==> config.mk <==
export PLATFORM = sky130hd
export DESIGN_NAME = pgn_emulator
export DESIGN_NICKNAME = d
export VERILOG_FILES = /design/src/rtl/pgn_pkg.sv /design/src/rtl/pgn_lfsr.sv /design/src/rtl/pgn_gate.sv /design/src/rtl/pgn_emulator.sv
export SDC_FILE = /design/constraint.sdc
export NUM_CORES = 1
export LEC_CHECK = 0
export ABC_AREA = 0
export ABC_CLOCK_PERIOD_IN_PS = 6000
export BUFFER_PORTS_ARGS = -buffer_cell sky130_fd_sc_hd__buf_2
export CORE_ASPECT_RATIO = 0.5
export CORE_UTILIZATION = 48
export CTS_CLUSTER_SIZE = 20
export DETAILED_ROUTE_END_ITERATION = 7
export PLACE_DENSITY_LB_ADDON = 0.05
export SYNTH_ARGS = -nofsm -noshare
export SYNTH_HDL_FRONTEND = slang
export SYNTH_SLANG_ARGS = --single-unit
==> constraint.sdc <==
create_clock -name clk -period 6 [get_ports clk]
set_input_delay 0.6 -clock clk [delete_from_list [all_inputs] [get_ports clk]]
set_output_delay 0.6 -clock clk [all_outputs]
set_load 0.05 [all_outputs]
==> src/rtl/pgn_pkg.sv <==
package pgn_pkg;
    typedef enum logic [1:0] {
        ST_IDLE   = 2'd0,
        ST_RUN    = 2'd1,
        ST_FINISH = 2'd2
    } pgn_state_t;

    typedef enum logic [1:0] {
        G_AND = 2'd0,
        G_NOT = 2'd1,
        G_OR  = 2'd2
    } pgn_kind_t;
endpackage

==> src/rtl/pgn_lfsr.sv <==
module pgn_lfsr #(
    parameter int          W    = 32,
    parameter logic [31:0] SEED = 32'h1,
    parameter logic [31:0] TAPS = 32'h8020_0003
) (
    input  logic         clk,
    input  logic         rst_n,
    input  logic         step,
    output logic [W-1:0] state
);
    logic [W-1:0] nxt;

    always_comb begin
        nxt = state >> 1;
        if (state[0]) nxt = nxt ^ TAPS[W-1:0];
    end

    always_ff @(posedge clk) begin
        if (!rst_n)    state <= SEED[W-1:0];
        else if (step) state <= nxt;
    end

    // generator must never reach the lock-up value
    p_nonzero_r8: assert property (@(posedge clk) disable iff (!rst_n)
        state != '0);
endmodule

==> src/rtl/pgn_gate.sv <==
module pgn_gate
    import pgn_pkg::*;
#(
    parameter pgn_kind_t KIND = G_AND,
    parameter int        P_W  = 16
) (
    input  logic           x,
    input  logic           y,
    input  logic [P_W-1:0] prob,
    input  logic [P_W-1:0] draw,
    output logic           out
);
    logic ideal;
    logic keep;

    generate
        if (KIND == G_AND)      begin : g_and assign ideal = x & y; end
        else if (KIND == G_OR)  begin : g_or  assign ideal = x | y; end
        else                    begin : g_not assign ideal = ~x;    end
    endgenerate

    assign keep = (draw < prob);
    assign out  = keep ? ideal : ~ideal;

    always_comb begin
        if (prob == '0) p_zero_inverts_r5: assert (out == ~ideal);
    end
endmodule

==> src/rtl/pgn_emulator.sv <==
module pgn_emulator
    import pgn_pkg::*;
#(
    parameter int          CNT_W    = 32,
    parameter int          P_W      = 16,
    parameter int          LFSR_W   = 32,
    parameter logic [31:0] SEED_AND = 32'h1D87_2B41,
    parameter logic [31:0] SEED_NOT = 32'h6A09_E667,
    parameter logic [31:0] SEED_OR  = 32'hB7E1_5163
) (
    input  logic             clk,
    input  logic             rst_n,
    input  logic             start,
    input  logic [CNT_W-1:0] trials,
    input  logic             in_a,
    input  logic             in_b,
    input  logic             in_c,
    input  logic [P_W-1:0]   p_and,
    input  logic [P_W-1:0]   p_not,
    input  logic [P_W-1:0]   p_or,
    output logic             busy,
    output logic             done,
    output logic [CNT_W-1:0] ones_count
);
    localparam int NG = 3;
    localparam logic [NG-1:0][31:0] SEEDS = {SEED_OR, SEED_NOT, SEED_AND};

    pgn_state_t state, state_nx;

    logic [CNT_W-1:0] remaining;
    logic [CNT_W-1:0] total_q;
    logic             a_q, b_q, c_q;
    logic [P_W-1:0]   pa_q, pn_q, po_q;
    logic [NG-1:0][LFSR_W-1:0] rnd;
    logic             n_out, m_out, f_out;
    logic             step;

    // ---------------- next-state logic ----------------
    always_comb begin
        state_nx = state;
        unique case (state)
            ST_IDLE:   if (start) state_nx = (trials == '0) ? ST_FINISH : ST_RUN;
            ST_RUN:    if (remaining == {{(CNT_W-1){1'b0}}, 1'b1}) state_nx = ST_FINISH;
            ST_FINISH: state_nx = ST_IDLE;
            default:   state_nx = ST_IDLE;
        endcase
    end

    // ---------------- state register ----------------
    always_ff @(posedge clk) begin
        if (!rst_n) state <= ST_IDLE;
        else        state <= state_nx;
    end

    // ---------------- outputs ----------------
    always_comb begin
        busy = 1'b0;
        done = 1'b0;
        unique case (state)
            ST_IDLE:   ;
            ST_RUN:    busy = 1'b1;
            ST_FINISH: done = 1'b1;
            default:   ;
        endcase
    end

    // ---------------- datapath ----------------
    always_ff @(posedge clk) begin
        if (!rst_n) begin
            remaining  <= '0;
            total_q    <= '0;
            ones_count <= '0;
            a_q  <= 1'b0; b_q  <= 1'b0; c_q  <= 1'b0;
            pa_q <= '0;   pn_q <= '0;   po_q <= '0;
        end else if (state == ST_IDLE && start) begin
            remaining  <= trials;
            total_q    <= trials;
            ones_count <= '0;
            a_q  <= in_a;  b_q  <= in_b;  c_q  <= in_c;
            pa_q <= p_and; pn_q <= p_not; po_q <= p_or;
        end else if (state == ST_RUN) begin
            remaining  <= remaining - 1'b1;
            ones_count <= ones_count + {{(CNT_W-1){1'b0}}, f_out};
        end
    end

    assign step = (state == ST_RUN);

    // ---------------- per-gate random sources ----------------
    generate
        for (genvar g = 0; g < NG; g++) begin : g_src
            pgn_lfsr #(.W(LFSR_W), .SEED(SEEDS[g])) u_lfsr (
                .clk   (clk),
                .rst_n (rst_n),
                .step  (step),
                .state (rnd[g])
            );
        end
    endgenerate

    // ---------------- gate network ----------------
    pgn_gate #(.KIND(G_AND), .P_W(P_W)) u_and (
        .x(a_q), .y(b_q), .prob(pa_q),
        .draw(rnd[0][LFSR_W-1 -: P_W]), .out(n_out));

    pgn_gate #(.KIND(G_NOT), .P_W(P_W)) u_not (
        .x(c_q), .y(1'b0), .prob(pn_q),
        .draw(rnd[1][LFSR_W-1 -: P_W]), .out(m_out));

    pgn_gate #(.KIND(G_OR), .P_W(P_W)) u_or (
        .x(n_out), .y(m_out), .prob(po_q),
        .draw(rnd[2][LFSR_W-1 -: P_W]), .out(f_out));

    // ---------------- assertions ----------------
    p_flags_excl_r2: assert property (@(posedge clk) disable iff (!rst_n)
        !(busy && done));

    p_done_pulse_r2: assert property (@(posedge clk) disable iff (!rst_n)
        done |=> !done);

    p_empty_run_r3: assert property (@(posedge clk) disable iff (!rst_n)
        (state == ST_IDLE && start && trials == '0) |=> (done && ones_count == '0));

    p_hold_count_r4: assert property (@(posedge clk) disable iff (!rst_n)
        (state != ST_RUN && !(state == ST_IDLE && start)) |=> $stable(ones_count));

    p_count_step_r8: assert property (@(posedge clk) disable iff (!rst_n)
        (state == ST_RUN) |=> (ones_count == $past(ones_count) ||
                               ones_count == $past(ones_count) + 1'b1));

    p_no_overflow_r8: assert property (@(posedge clk) disable iff (!rst_n)
        ones_count <= total_q);
endmodule

Yosys cells after proc, flatten, opt, wreduce, memory -nomap -nowiden
Cells that the tools add are included.
{"block": "totals", "elab_cells": 51, "romBits": 0, "inputBits": 86, "out_inout_bits": 34, "n_memories": 0, "reg_bits": 213, "mem_bits_rw": 0, "latch_bits": 0}
{"block": "classes", "n_eq_ne": 5, "magnitude_cmp": 3, "shift": 0, "n_bitwise": 9, "n_mux": 14, "addsub": 2, "multipliers": 0, "n_reduce_logical": 6, "div": 0}
{"operator": "$mux W32", "count": 5}
{"operator": "$lt A16 B16 Y1", "count": 3}
{"operator": "$add A32 B1 Y32", "count": 1}
{"operator": "$eq A32 B1 Y1 const B", "count": 1}
{"operator": "$logic_not A32 Y1", "count": 1}
{"operator": "$sub A32 B1 Y32 const B", "count": 1}
{"operator": "$not A3 Y4", "count": 3}
{"operator": "$mux W2", "count": 3}
{"operator": "$mux W1", "count": 5}
{"operator": "$ne A2 B2 Y1 const B", "count": 2}
{"operator": "$not A1 Y1", "count": 4}
{"operator": "$pmux W2 S2", "count": 1}
{"operator": "$eq A2 B1 Y1 const B", "count": 1}
{"operator": "$eq A2 B2 Y1 const B", "count": 1}
{"operator": "$logic_not A2 Y1", "count": 1}
{"operator": "$reduce_and A2 Y1", "count": 1}
{"operator": "$reduce_bool A2 Y1", "count": 1}
{"operator": "$reduce_or A2 Y1", "count": 1}
{"operator": "$and A1 B1 Y1", "count": 1}
{"operator": "$logic_and A1 B1 Y1", "count": 1}
{"operator": "$or A1 B1 Y1", "count": 1}

Logic depth before layout (Yosys ltp)
Gate-level depths: netlist of run 1.
{"block": "depth", "word_depth": 7, "depth_mapped": 17, "mapped_depth_nobuf": 17}

Cells and area by module
Synthesis of run 1 repeated with hierarchy kept, for this count alone.
{"block": "hier_totals", "cells_unflattened": 1211, "hier_area_um2": 10649.0}
{"mod": "pgn_emulator", "instances": 1, "seq_area_each_um2": 2342.2, "area_each_um2": 5156.2, "cells_per_inst": 643}
{"mod": "pgn_lfsr (g_src[2].u_lfsr)", "instances": 1, "seq_area_each_um2": 640.6, "area_each_um2": 1440.1, "cells_per_inst": 136}
{"mod": "pgn_lfsr (g_src[1].u_lfsr)", "instances": 1, "seq_area_each_um2": 640.6, "area_each_um2": 1422.6, "cells_per_inst": 135}
{"mod": "pgn_lfsr (g_src[0].u_lfsr)", "instances": 1, "seq_area_each_um2": 640.6, "area_each_um2": 1421.4, "cells_per_inst": 135}
{"mod": "pgn_gate (u_and ...)", "instances": 2, "seq_area_each_um2": 0.0, "area_each_um2": 396.6, "cells_per_inst": 54}
{"mod": "pgn_gate (u_not)", "instances": 1, "seq_area_each_um2": 0.0, "area_each_um2": 415.4, "cells_per_inst": 54}

Least setup slack after synthesis of run 1
OpenSTA, ideal clock, no wires.
{"block": "synth_timing", "path_kind": "reg-to-reg", "startpoint": "register pn_q[14]", "endpoint": "register ones_count[26]", "path_stages_with_launch": 17, "path_slack_ns": 2.840, "arrival_ns": 3.089, "n_path_buf": 0, "required_ns": 5.930, "synth_period_minus_slack_ns": 3.160, "setup_time_ns": 0.070, "cell_sequence": "dfxtp_1 inv_1 ha_1 nand4_1 nor4_1 o211ai_1 o211ai_1 xnor2_1 nor3b_1 xnor2_1 ha_1 ha_1 nand3_1 nor2_1 nand4_1 or3_1 a21oi_1"}
{"block": "synth_between", "elab_chain_len": 6}
{"element": "from (decl)", "line": "pgn_emulator.sv:33", "rtl": "logic [P_W-1:0] pa_q, pn_q, po_q;"}
{"element": "from (signal assigned)", "line": "pgn_emulator.sv:80", "rtl": "pa_q <= p_and; pn_q <= p_not; po_q <= p_or;"}
{"element": "$lt A16 B16 Y1 (*)", "line": "pgn_gate.sv:22", "rtl": "assign keep = (draw < prob);"}
{"element": "$mux W1 (*)", "line": "pgn_gate.sv:23", "rtl": "assign out = keep ? ideal : ~ideal;"}
{"element": "$or A1 B1 Y1 (*)", "line": "pgn_gate.sv:18", "rtl": "else if (KIND == G_OR) begin : g_or assign ideal = x | y; end"}
{"element": "$not A1 Y1", "line": "pgn_gate.sv:23"}
{"element": "$mux W1 (*)", "line": "pgn_gate.sv:23"}
{"element": "$add A32 B1 Y32 (*)", "line": "pgn_emulator.sv:83", "rtl": "ones_count <= ones_count + {{(CNT_W-1){1'b0}}, f_out};"}
{"element": "to (signal assigned)", "line": "pgn_emulator.sv:83"}
{"element": "to (decl)", "line": "pgn_emulator.sv:23", "rtl": "output logic [CNT_W-1:0] ones_count"}
Mark *: on every way between the ends. The rest lies on a longest branch, timed or not.
A chain may end at the register's enable or synchronous reset.

Final worst setup path of run 1
{"block": "layout_timing", "startpoint": "register pn_q[14]", "endpoint": "register ones_count[31]"}
Same word-level chain as after synthesis.

==> key figures, run 1 <==
Drt
  – DRT iter0 DRCs: 537
  – Drt wl/cell: ~14 um
  – Remaining antenna violation count after routing: 0
  – Total Wirelength: approximately 22 mm
  – DR pass1 iterations: 5
  – DR vias: 8408
  – Residual DRC count: 0
  – Vias per inst: 5.383

Placement
  – Final Wtd Congestion: 0.8486
  – Placed Cells: approximately 1500
  – I/O Buffers: 119
  – Post-DP HPWL: 13.91 mm

Pwr
  – Tot Pwr: 3.360 mW
  – Comb pwr share: 15.5%
  – Flop pwr share: between 40% and 50%
  – Clock power share: 37.1%
  – Static Leak: roughly 4.3 nW
  – Pwr per Cell Area: 311.0 mW/mm^2
  – Switch Pwr: 937.7 uW
  – Switching share of total power: ~28%
  – Int Power: 2.422 mW
  – Peak VDD IR: 0.1850 mV

Synth
  – Post-Syn Area: 0.009454 sq mm
  – Area leader, netlist: dfxtp_1
  – Sequential area share after synthesis: between 40% and 50%
  – Yosys warning count: 0
  – Post-synth EDFFs: 0
  – Synth cell types: 51
  – Area contributors post-synth: dfxtp_1 (45%), nand2_1 (13%), a21oi_1 (8.4%)
  – Fraction of registers with async set/reset: 0%
  – Top FF cell, synth: dfxtp_1
  – Syn_area_per_cell: 7.800 sq um
  – Syn Nets: 1348
  – Synth Instances: about 1200
  – Post-synthesis sequential element count: 213
  – Synth top area share: 45.10%

STA
  – Setup TNS: 0 ns
  – Final worst path period need: 4.105 ns
  – Final hold slack: 0.3292 ns
  – Max Clk Rate: 243.6 MHz
  – Relative slew slack: 26.45%
  – Setup Skew: 0.01098 ns
  – Finish-stage setup viols: 0
  – Crit share post-route: 68.41%
  – Slew @ Worst Pin: 1.101 ns
  – Count of final max-slew check failures: 0
  – Final count of hold timing violations: 0
  – RSZ-0062 raised after global routing: false

Die
  – DIE HEIGHT: 101.2 um
  – Core Region: 0.01883 sq mm
  – Initial Util: 50.21%
  – Die X: 200.5 um
  – Row cnt: 35
  – I/O pins: 120
  – Die area: 0.02030 sq mm

Layout
  – Share of cells above drive strength 1: 12.89%
  – Non-filler cells, final: 1562
  – Fin nets: 1428
  – Ant diodes: 0
  – Layout area overhead: 14.27%
  – Final core utilization: 57.37%
  – FILL cells: between 1500 and 2000

Clocking
  – Worst-Skew Late Latency: 0.50 ns
  – Clock Pin Slew Worst Setup and Hold Paths: 0.07 ns
  – Post-CTS Hold Buffers: 0
  – Root buffer selected by CTS: clkbuf_16
  – Total CTS buffers: 20
  – Post-CTS sizing: 0
  – TritonCTS clock tree: done
  – # H-tree levels: 1
  – Clock sink count: 213
  – Setup bufs post-CTS: 0
  – CTS max path bufs: 3

Critical path
  – Cell family with most CP delay: simple AND/OR/NAND/NOR gates
  – Slowest CP cell: nor3b_1
  – Data arrival time of the critical path: 4.52 ns
  – Startpoint types: register
  – Crit Path Class: reg -> reg
  – Crit-path cells: inv_1, ha_1, nand4_1, nor4_1, o211ai_1, o211ai_1, xnor2_1, nor3b_1, xnor2_1, ha_1, nand3_1, nor3_1, nand4_1, or3_1, a21oi_1
  – Crit end category: register
  – Critical path's largest stage delay: 0.56 ns
  – Worst-path fanout max: 6
  – Buf/Inv on CP: 1
  – WP data required: 6.41 ns

Global routing
  – GRT Util Overall: between 20% and 30%
  – First-pass GRT wire length: 37.05 mm
  – Vias in the first global route: 7760
  – Largest net degree at the start of global routing: 100
  – Remaining Overflow, GRT: 0
  – Antenna violations before repair: 0

Worst hold path
  – Worst min path class: in -> reg

Job
  – Max Cap Viol: 0

Status
  – Status: finished, final reports clean
## Yosys cell counts (2+ instances only)
master       n
nand2_1    327
dfxtp_1    213
a21oi_1    159
nand3_1     69
clkbuf_1    60
nor2_1      60
inv_1       51
ha_1        50
o21ai_0     29
or3_1       18
nand4_1     17
nor4_1      17
xor2_1      16
xnor2_1     14
a31oi_1     13
o211ai_1    11
nor3_1      10
a21o_1       6
and3_1       6
buf_1        5
o311ai_0     5
or4_1        5
a211oi_1     4
a221oi_1     4
nand2b_1     4
a222oi_1     3
a22oi_1      3
a32oi_1      3
a2111oi_0    2
a2bb2oi_1    2
and4_1       2
nor2b_1      2
nor3b_1      2
or2_2        2
or4_4        2
## layout by cell type, fill, tap and decap left out, types with 3 or more instances in the layout
| cell type | Yosys | routed |
|---|---|---|
| nand2_1 | 327 | 326 |
| dfxtp_1 | 213 | 213 |
| a21oi_1 | 159 | 159 |
| buf_2 | 1 | 119 |
| nand3_1 | 69 | 69 |
| nor2_1 | 60 | 60 |
| inv_1 | 51 | 50 |
| ha_1 | 50 | 50 |
| o21ai_0 | 29 | 29 |
| clkbuf_16 | 0 | 21 |
| or3_1 | 18 | 18 |
| nand4_1 | 17 | 17 |
| nor4_1 | 17 | 17 |
| xor2_1 | 16 | 16 |
| xnor2_1 | 14 | 14 |
| a31oi_1 | 13 | 13 |
| o211ai_1 | 11 | 11 |
| nor3_1 | 10 | 10 |
| a21o_1 | 6 | 6 |
| and3_1 | 6 | 6 |
| buf_4 | 0 | 6 |
| clkinv_2 | 0 | 5 |
| or4_1 | 5 | 5 |
| o311ai_0 | 5 | 5 |
| a211oi_1 | 4 | 4 |
| a221oi_1 | 4 | 4 |
| nand2b_1 | 4 | 3 |
| a22oi_1 | 3 | 3 |
| a32oi_1 | 3 | 3 |
| a222oi_1 | 3 | 3 |
| clkbuf_1 | 60 | 3 |
## tightest hold or removal path, delay by kind of cell
kind | cells | cell delay (ns)
AO/OA/AOI/OAI | 1 | 0.05
buffers and inverters | 1 | 0.09
AND/OR/NAND/NOR | 1 | 0.04
## power by group through the flow
stage | clock network (mW) | registers (mW) | logic (mW)
finish | 1.25 | 1.60 | 0.519
global route | 1.34 | 1.61 | 0.602
CTS | 1.28 | 1.59 | 0.525
detailed placement | 0 | 1.63 | 0.521
global placement | 0 | 1.62 | 0.511
floorplan | 0 | 1.61 | 0.394
## sequential cells by signal, indices dropped and copies added, names as in the netlist
register / count
g_src.u_lfsr.state: 96
remaining: 32
state: 2
po_q: 16
c_q: 1
pa_q: 16
a_q: 1
ones_count: 32
b_q: 1
pn_q: 16
## stage by stage
step	setup WS (ns)	cell area, sq um
floorplan	2.840	9454
global placement	2.015	10170
detailed placement	1.887	10170
CTS	1.870	10800
global route	1.557	10800
finish	1.895	10800
## logic make-up (layout without fill, tap and decap cells)
logic type | Yosys count | after routing | synth area share, %
and+or+nand+nor | 553 | 553 | 25.89
AOI/OAI and AO/OA | 247 | 247 | 14.80
DFF | 213 | 213 | 45.10
buffers and inverters | 119 | 210 | 4.817
adders and majority gates | 50 | 50 | 6.617
xor gates and xnor gates | 30 | 30 | 2.779
## layout make-up
type	instances	area [sq um]	area share [%]
Inverter	52	198.9	1.842
Clock inverter	7	65.06	0.6023
Multi-Input combinational cell	880	4746	43.93
Clock buffer	26	564.3	5.224
Tap cell	259	324.1	3.000
Sequential cell	213	4264	39.47
Timing Repair Buffer	125	640.6	5.930
## path summary, 6_finish.rpt
check | endpoint | depth (start not counted) | start | slack (ns)
max reg2reg | ones_count[31]$_SDFFE_PP0P_ | 15 | pn_q[14]$_SDFFE_PN0P_ | 1.90
min reg2reg | g_src[0].u_lfsr.state[5]$_SDFFE_PN0P_ | 2 | g_src[0].u_lfsr.state[6]$_SDFFE_PN1P_ | 0.45
max | ones_count[31]$_SDFFE_PP0P_ | 15 | pn_q[14]$_SDFFE_PN0P_ | 1.90
min | pn_q[6]$_SDFFE_PN0P_ | 3 | p_not[6] | 0.33
## metal layers
layer  GRT usage, %  vias up  wire [um]
li1               -     4291          -
met1          30.23     3928      10790
met2          35.26      159       9475
met3          4.279       30       1055
met4          4.228        0        309
met5              0        -          0
(Power assumes the default switching activity.)
==> run 2: changes to the inputs <==
- ABC_CLOCK_PERIOD_IN_PS: 6000 -> 3750
- clock period: 6 -> 3.75 ns (I/O delays scaled with it)
==> key figures, run 2 (synthesis results as in run 1) <==
Die
  – Row cnt: 35 (unchanged)
  – Core Region: 0.01883 sq mm (unchanged)
  – Die X: 200.5 um (unchanged)
  – Initial Util: 50.21% (unchanged)
  – I/O pins: 120 (unchanged)
  – Die area: 0.02030 sq mm (unchanged)
  – DIE HEIGHT: 101.2 um (unchanged)

Clocking
  – Total CTS buffers: 20 (unchanged)
  – # H-tree levels: 1 (unchanged)
  – CTS max path bufs: 3 (unchanged)
  – Worst-Skew Late Latency: 0.50 ns (about the same)
  – Root buffer selected by CTS: clkbuf_16 (unchanged)
  – TritonCTS clock tree: done (unchanged)
  – Clock sink count: 213 (unchanged)
  – Clock Pin Slew Worst Setup and Hold Paths: 0.07 ns (about the same)
  – Post-CTS Hold Buffers: 0 (unchanged)

Layout
  – Layout area overhead: 15.19% (was 14.27%)
  – Commonest non-fill, non-tap cell in the layout: nand2_1 (unchanged)
  – Non-Filler Cell Area, Final: 0.01089 sq mm (was 0.01080 sq mm)
  – Non-filler cells, final: 1574 (was 1562)
  – Area of the multi-input gates: 0.004772 sq mm (was 0.004746 sq mm)
  – Top flop regs: g_src.u_lfsr.state x96, ones_count x32, remaining x32 (unchanged)
  – Largest register FFs: 96 (unchanged)
  – FILL cells: 1822 (was 1789)
  – Final core utilization: 57.83% (was 57.37%)
  – Ant diodes: 0 (unchanged)
  – Fin nets: 1440 (was 1428)
  – Storage cell area: 0.004264 sq mm (unchanged)
  – Share of cells above drive strength 1: 13.92% (was 12.89%)
  – Most frequent cells in the layout: nand2_1 (326), dfxtp_1 (213), a21oi_1 (159), buf_2 (119), nand3_1 (68) (was nand2_1 (326), dfxtp_1 (213), a21oi_1 (159), buf_2 (119), nand3_1 (69))
  – Biggest register: g_src.u_lfsr.state (unchanged)

Placement
  – Post-DP HPWL: 14.81 mm (was 13.91 mm)
  – Final Wtd Congestion: 0.8268 (was 0.8486)
  – Pre-CTS setup slack: 0.1573 ns (was 1.887 ns)
  – Placed Cells: 1538 (was 1529)
  – I/O Buffers: 119 (unchanged)
  – Placed cell area: 0.01024 sq mm (was 0.01017 sq mm)

Global routing
  – Largest net degree at the start of global routing: 96 (was 100)
  – Antenna violations before repair: 0 (unchanged)
  – Vias in the first global route: 7797 (was 7760)
  – First-pass GRT wire length: 37.54 mm (was 37.05 mm)
  – GRT Util Overall: 22.04% (was 21.70%)
  – Remaining Overflow, GRT: 0 (unchanged)

STA
  – Max Clk Rate: 278.3 MHz (was 243.6 MHz)
  – Finish-stage setup viols: 0 (unchanged)
  – Setup Skew: 0.02356 ns (was 0.01098 ns)
  – Crit share post-route: 95.83% (was 68.41%)
  – Slew @ Worst Pin: 1.082 ns (was 1.101 ns)
  – Setup TNS: 0 ns (unchanged)
  – Final worst path period need: 3.593 ns (was 4.105 ns)
  – Final hold slack: 0.1038 ns (was 0.3292 ns)
  – Count of final max-slew check failures: 0 (unchanged)
  – Fin worst setup slack: 0.1565 ns (was 1.895 ns)
  – Final count of hold timing violations: 0 (unchanged)
  – Relative slew slack: 27.89% (was 26.45%)

Pwr
  – Static Leak: 4.380 nW (was 4.341 nW)
  – Pwr per Cell Area: 488.7 mW/mm^2 (was 311.0 mW/mm^2)
  – Tot Pwr: 5.323 mW (was 3.360 mW)
  – Peak VDD IR: 0.2735 mV (was 0.1850 mV)

Critical path
  – Crit-path cells: inv_1, ha_1, a2111oi_1, nor3_1, a31oi_1, a22oi_1, nor3b_1, buf_4, xnor2_2, ha_2, ha_2, nand3_2, nor2_2, nand4_1, or3_1, a21oi_1 (was inv_1, ha_1, nand4_1, nor4_1, o211ai_1, o211ai_1, xnor2_1, nor3b_1, xnor2_1, ha_1, nand3_1, nor3_1, nand4_1, or3_1, a21oi_1)
  – Data arrival time of the critical path: 4.01 ns (was 4.52 ns)
  – Setup crit end: ones_count[30]$_SDFFE_PP0P_ (was ones_count[31]$_SDFFE_PP0P_)
  – Buf/Inv on CP: 2 (was 1)
  – CP dominant cell by count: ha_2
  – Register-to-Register Setup Slack: 0.16 ns (was 1.90 ns)
  – Reg2reg path depth: 16 (was 15)
  – Worst-path fanout max: 7 (was 6)
  – Crit end category: register (unchanged)
  – WP data required: 4.17 ns (was 6.41 ns)
  – Reg-to-reg endpoint: ones_count[30]$_SDFFE_PP0P_ (was ones_count[31]$_SDFFE_PP0P_)
  – Worst path depth: 16 (was 15)
  – Crit Path Class: reg -> reg (unchanged)
  – Worst Setup SP: pa_q[1]$_SDFFE_PN0P_ (was pn_q[14]$_SDFFE_PN0P_)
  – Critical R2R Launch: pa_q[1]$_SDFFE_PN0P_ (was pn_q[14]$_SDFFE_PN0P_)
  – Startpoint types: register (unchanged)
  – Cell family with most CP delay: simple AND/OR/NAND/NOR gates (unchanged)
  – Critical path's largest stage delay: 0.45 ns (was 0.56 ns)
  – Slowest CP cell: a2111oi_1 (was nor3b_1)

Drt
  – Vias per inst: 5.395 (was 5.383)
  – Total Wirelength: 22.37 mm (was 21.63 mm)
  – Drt wl/cell: 14.21 um (was 13.85 um)
  – Remaining antenna violation count after routing: 0 (unchanged)
  – DRT iter0 DRCs: 567 (was 537)
  – Residual DRC count: 0 (unchanged)
  – DR pass1 iterations: 5 (unchanged)
  – DR vias: 8492 (was 8408)

Worst hold path
  – Worst min path class: in -> reg (unchanged)

Status
  – Status: finished, final reports clean (unchanged)

Job
  – Max Cap Viol: 0 (unchanged)
-- run 2: changes by cell type in the layout (fill, tap and decap cells not counted), moves of 2 or more --
cell,previous run,this run
ha_1,50,48
ha_2,0,2
clkbuf_1,3,6
buf_4,6,18
clkinv_2,5,2
-- run 2: timing repair --
| action | in CTS | in global routing |
|---|---|---|
| setup endpoints to repair | 0 | 9 |
| setup buffers | 0 | 3 |
| gates resized for setup | 0 | 7 |
-- run 2: per-layer routing --
layer  GRT usage (%)  up-vias  part of all wire, %
met4           4.815        0                  1.4
met1           30.65     3983                   50
met2           36.38      165                   44
li1                -     4318                    -
met5               0        -                    0
met3           3.507       26                  4.5
-- run 2: how the worst min path moves through the flow --
| stage | startpoint | endpoint | slack, ns | depth (start not counted) |
|---|---|---|---|---|
| after floorplan | state[1]$_SDFFE_PN0P_ | state[1]$_SDFFE_PN0P_ | 0.43 | 1 |
| after global placement | g_src[0].u_lfsr.state[5]$_SDFFE_PN0P_ | g_src[0].u_lfsr.state[4]$_SDFFE_PN0P_ | 0.44 | 2 |
| after detailed placement | g_src[0].u_lfsr.state[15]$_SDFFE_PN0P_ | g_src[0].u_lfsr.state[14]$_SDFFE_PN0P_ | 0.45 | 2 |
| after CTS | p_and[0] | pa_q[0]$_SDFFE_PN0P_ | 0.09 | 3 |
| after global routing | p_or[1] | po_q[1]$_SDFFE_PN0P_ | 0.1 | 3 |
| final | p_or[4] | po_q[4]$_SDFFE_PN0P_ | 0.10 | 3 |
-- run 2: cell type report --
type / instances / area share (%)
clock inverter: 4 / 0.3332
sequential: 213 / 39.15
tap: 259 / 2.976
timing repair buffer: 137 / 6.710
clock buffer: 29 / 5.182
multi-input combinational: 880 / 43.82
inverter: 52 / 1.827
-- run 2: worst min-delay path: stages --
cell and delay (ns):
buf_2 0.09, nand2_1 0.04, a21oi_1 0.05
-- run 2: where the power goes --
group / switching, mW / internal [mW]
clock network: 0.857 / 1.05
registers: 0.123 / 2.43
logic: 0.530 / 0.334
total: 1.51 / 3.81
==> run 3: changes to the inputs <==
- ABC_CLOCK_PERIOD_IN_PS: 3750 -> 3350
- CORE_UTILIZATION: 48 -> 58
- clock period: 3.75 -> 3.35 ns (I/O delays scaled with it)
==> key figures, run 3 (synthesis results as in run 1) <==
Layout
  – FILL cells: 1252 (was 1822)
  – Most frequent cells in the layout: nand2_1 (324), dfxtp_1 (203), a21oi_1 (156), buf_2 (119), nand3_1 (65) (was nand2_1 (326), dfxtp_1 (213), a21oi_1 (159), buf_2 (119), nand3_1 (68))
  – Non-Filler Cell Area, Final: 0.01126 sq mm (was 0.01089 sq mm)
  – Top flop regs: g_src.u_lfsr.state x96, ones_count x32, remaining x32 (unchanged)
  – Largest register FFs: 96 (unchanged)
  – Layout area overhead: 19.08% (was 15.19%)
  – Commonest non-fill, non-tap cell in the layout: nand2_1 (unchanged)
  – Fin nets: 1459 (was 1440)
  – Area of the multi-input gates: 0.005005 sq mm (was 0.004772 sq mm)
  – Biggest register: g_src.u_lfsr.state (unchanged)
  – Share of cells above drive strength 1: 18.67% (was 13.92%)
  – Storage cell area: 0.004277 sq mm (was 0.004264 sq mm)
  – Ant diodes: 0 (unchanged)

Die
  – I/O pins: 120 (unchanged)
  – DIE HEIGHT: 92.28 um (was 101.2 um)
  – Die X: 182.6 um (was 200.5 um)
  – Die area: 0.01685 sq mm (was 0.02030 sq mm)
  – Core Region: 0.01566 sq mm (was 0.01883 sq mm)
  – Row cnt: 32 (was 35)
  – Initial Util: 60.39% (was 50.21%)

Drt
  – Drt wl/cell: 14.06 um (was 14.21 um)
  – Remaining antenna violation count after routing: 0 (unchanged)
  – DR pass1 iterations: 5 (unchanged)
  – DRT iter0 DRCs: 503 (was 567)
  – DR vias: 8589 (was 8492)
  – Total Wirelength: 21.87 mm (was 22.37 mm)
  – Residual DRC count: 0 (unchanged)
  – Vias per inst: 5.523 (was 5.395)

Clocking
  – TritonCTS clock tree: done (unchanged)
  – CTS max path bufs: 3 (unchanged)
  – Worst-Skew Late Latency: 0.50 ns (about the same)
  – Clock Pin Slew Worst Setup and Hold Paths: 0.07 ns (about the same)
  – Root buffer selected by CTS: clkbuf_16 (unchanged)
  – Clock sink count: 213 (unchanged)
  – Post-CTS Hold Buffers: 0 (unchanged)
  – Total CTS buffers: 19 (was 20)
  – # H-tree levels: 1 (unchanged)

Placement
  – Placed cell area: 0.01031 sq mm (was 0.01024 sq mm)
  – I/O Buffers: 119 (unchanged)
  – Post-DP HPWL: 13.90 mm (was 14.81 mm)
  – Pre-CTS setup slack: -0.3370 ns (was 0.1573 ns)
  – Final Wtd Congestion: 0.8752 (was 0.8268)

Critical path
  – Register-to-Register Setup Slack: -0.03 ns (was 0.16 ns)
  – Worst Setup SP: pn_q[13]$_SDFFE_PN0P_ (was pa_q[1]$_SDFFE_PN0P_)
  – Crit end category: register (unchanged)
  – Data arrival time of the critical path: 3.80 ns (was 4.01 ns)
  – Critical R2R Launch: pn_q[13]$_SDFFE_PN0P_ (was pa_q[1]$_SDFFE_PN0P_)
  – Reg2reg path depth: 16 (unchanged)
  – Worst-path fanout max: 7 (unchanged)
  – Startpoint types: register (unchanged)
  – WP data required: 3.77 ns (was 4.17 ns)
  – Reg-to-reg endpoint: ones_count[28]$_SDFFE_PP0P_ (was ones_count[30]$_SDFFE_PP0P_)
  – Crit Path Class: reg -> reg (unchanged)
  – Setup crit end: ones_count[28]$_SDFFE_PP0P_ (was ones_count[30]$_SDFFE_PP0P_)

STA
  – Slew @ Worst Pin: 0.9669 ns (was 1.082 ns)
  – Setup Skew: 0.01834 ns (was 0.02356 ns)
  – Fin worst setup slack: -0.03337 ns (was 0.1565 ns)
  – Final worst path period need: 3.383 ns (was 3.593 ns)
  – Relative slew slack: 35.54% (was 27.89%)
  – Crit share post-route: 101.0% (was 95.83%)
  – Final hold slack: 0.06664 ns (was 0.1038 ns)
  – Max Clk Rate: 295.6 MHz (was 278.3 MHz)
  – RSZ-0062 raised after global routing: true
  – Setup TNS: -0.07881 ns (was 0 ns)
  – Finish-stage setup viols: 3 (was 0)
  – Count of final max-slew check failures: 0 (unchanged)
  – Final count of hold timing violations: 0 (unchanged)

Job
  – Max Cap Viol: 0 (unchanged)

Pwr
  – Static Leak: 4.535 nW (was 4.380 nW)
  – Peak VDD IR: 0.3220 mV (was 0.2735 mV)
  – Pwr per Cell Area: 537.7 mW/mm^2 (was 488.7 mW/mm^2)

Status
  – Status: finished with violations (was finished, final reports clean)
  – Violated checks: negative setup slack

Worst hold path
  – Worst min path class: in -> reg (unchanged)

Global routing
  – GRT Util Overall: 25.75% (was 22.04%)
  – Remaining Overflow, GRT: 0 (unchanged)
  – Largest net degree at the start of global routing: 114 (was 96)
  – First-pass GRT wire length: 36.33 mm (was 37.54 mm)
  – Antenna violations before repair: 0 (unchanged)
  – Vias in the first global route: 7786 (was 7797)
[run 3: cell type report]
class | count | share of cell area, %
multi-input cells | 880 | 44.45
flip-flops and latches | 213 | 37.99
repair buffers | 157 | 8.002
clock buffers | 26 | 4.812
well taps | 221 | 2.456
inverters | 52 | 1.767
clock inverters | 6 | 0.5223
[run 3: routing by layer]
metal | track usage (%) | part of all wire [%]
met2 | 42.46 | 46
met5 | 0 | 0
met4 | 4.482 | 1.1
met3 | 3.892 | 5.8
met1 | 36.05 | 48
[run 3: worst min-delay path by stage]
stage                                           from                                    end  slack (ns)  cells after the start
6_report                                    p_not[6]                   pn_q[6]$_SDFFE_PN0P_        0.07                      3
4_1_cts                                     p_not[6]                   pn_q[6]$_SDFFE_PN0P_        0.06                      3
3_3_place_gp   g_src[2].u_lfsr.state[3]$_SDFFE_PN0P_  g_src[2].u_lfsr.state[2]$_SDFFE_PN0P_        0.44                      2
5_1_grt                                      p_or[2]                   po_q[2]$_SDFFE_PN0P_        0.07                      3
3_5_place_dp   g_src[2].u_lfsr.state[5]$_SDFFE_PN1P_  g_src[2].u_lfsr.state[4]$_SDFFE_PN0P_        0.45                      2
2_1_floorplan                  state[1]$_SDFFE_PN0P_                  state[1]$_SDFFE_PN0P_        0.43                      1
[run 3: per-stage QoR]
stage | instances | power (mW) | util, %
6_report | 1555 | 6.053 | 71.91
4_1_cts | 1548 | 6.049 | 70.69
3_5_place_dp | 1514 | 3.867 | 65.86
5_1_grt | 1555 | 6.361 | 71.91
2_1_floorplan | 1212 | 3.584 | -
3_3_place_gp | 1514 | 3.829 | 65.86
[run 3: timing repair]
action	in CTS	in global routing
buffers inserted	2	7
endpoints found under the hold margin	0	0
setup endpoints to repair	25	19
cloned	0	0
pin swaps	22	24
gates resized for setup	31	31
[run 3: where the power goes]
part / internal, mW / switching [mW] / total (mW)
Sequential: 2.72 / 0.144 / 2.87
Clock: 1.21 / 0.951 / 2.16
Combinational: 0.416 / 0.610 / 1.03
Total: 4.35 / 1.71 / 6.05
[run 3: critical path: stages (launching register included)]
cell,delay (ns)
dfxtp_2,0.34
inv_2,0.04
ha_4,0.26
nand4_1,0.15
nor4_2,0.31
o211ai_1,0.15
o211ai_1,0.13
xnor2_1,0.13
nor3b_4,0.29
xnor2_2,0.17
ha_2,0.23
ha_4,0.14
nand3_4,0.07
nor2_2,0.11
nand4_1,0.23
or3_1,0.44
a21oi_2,0.12
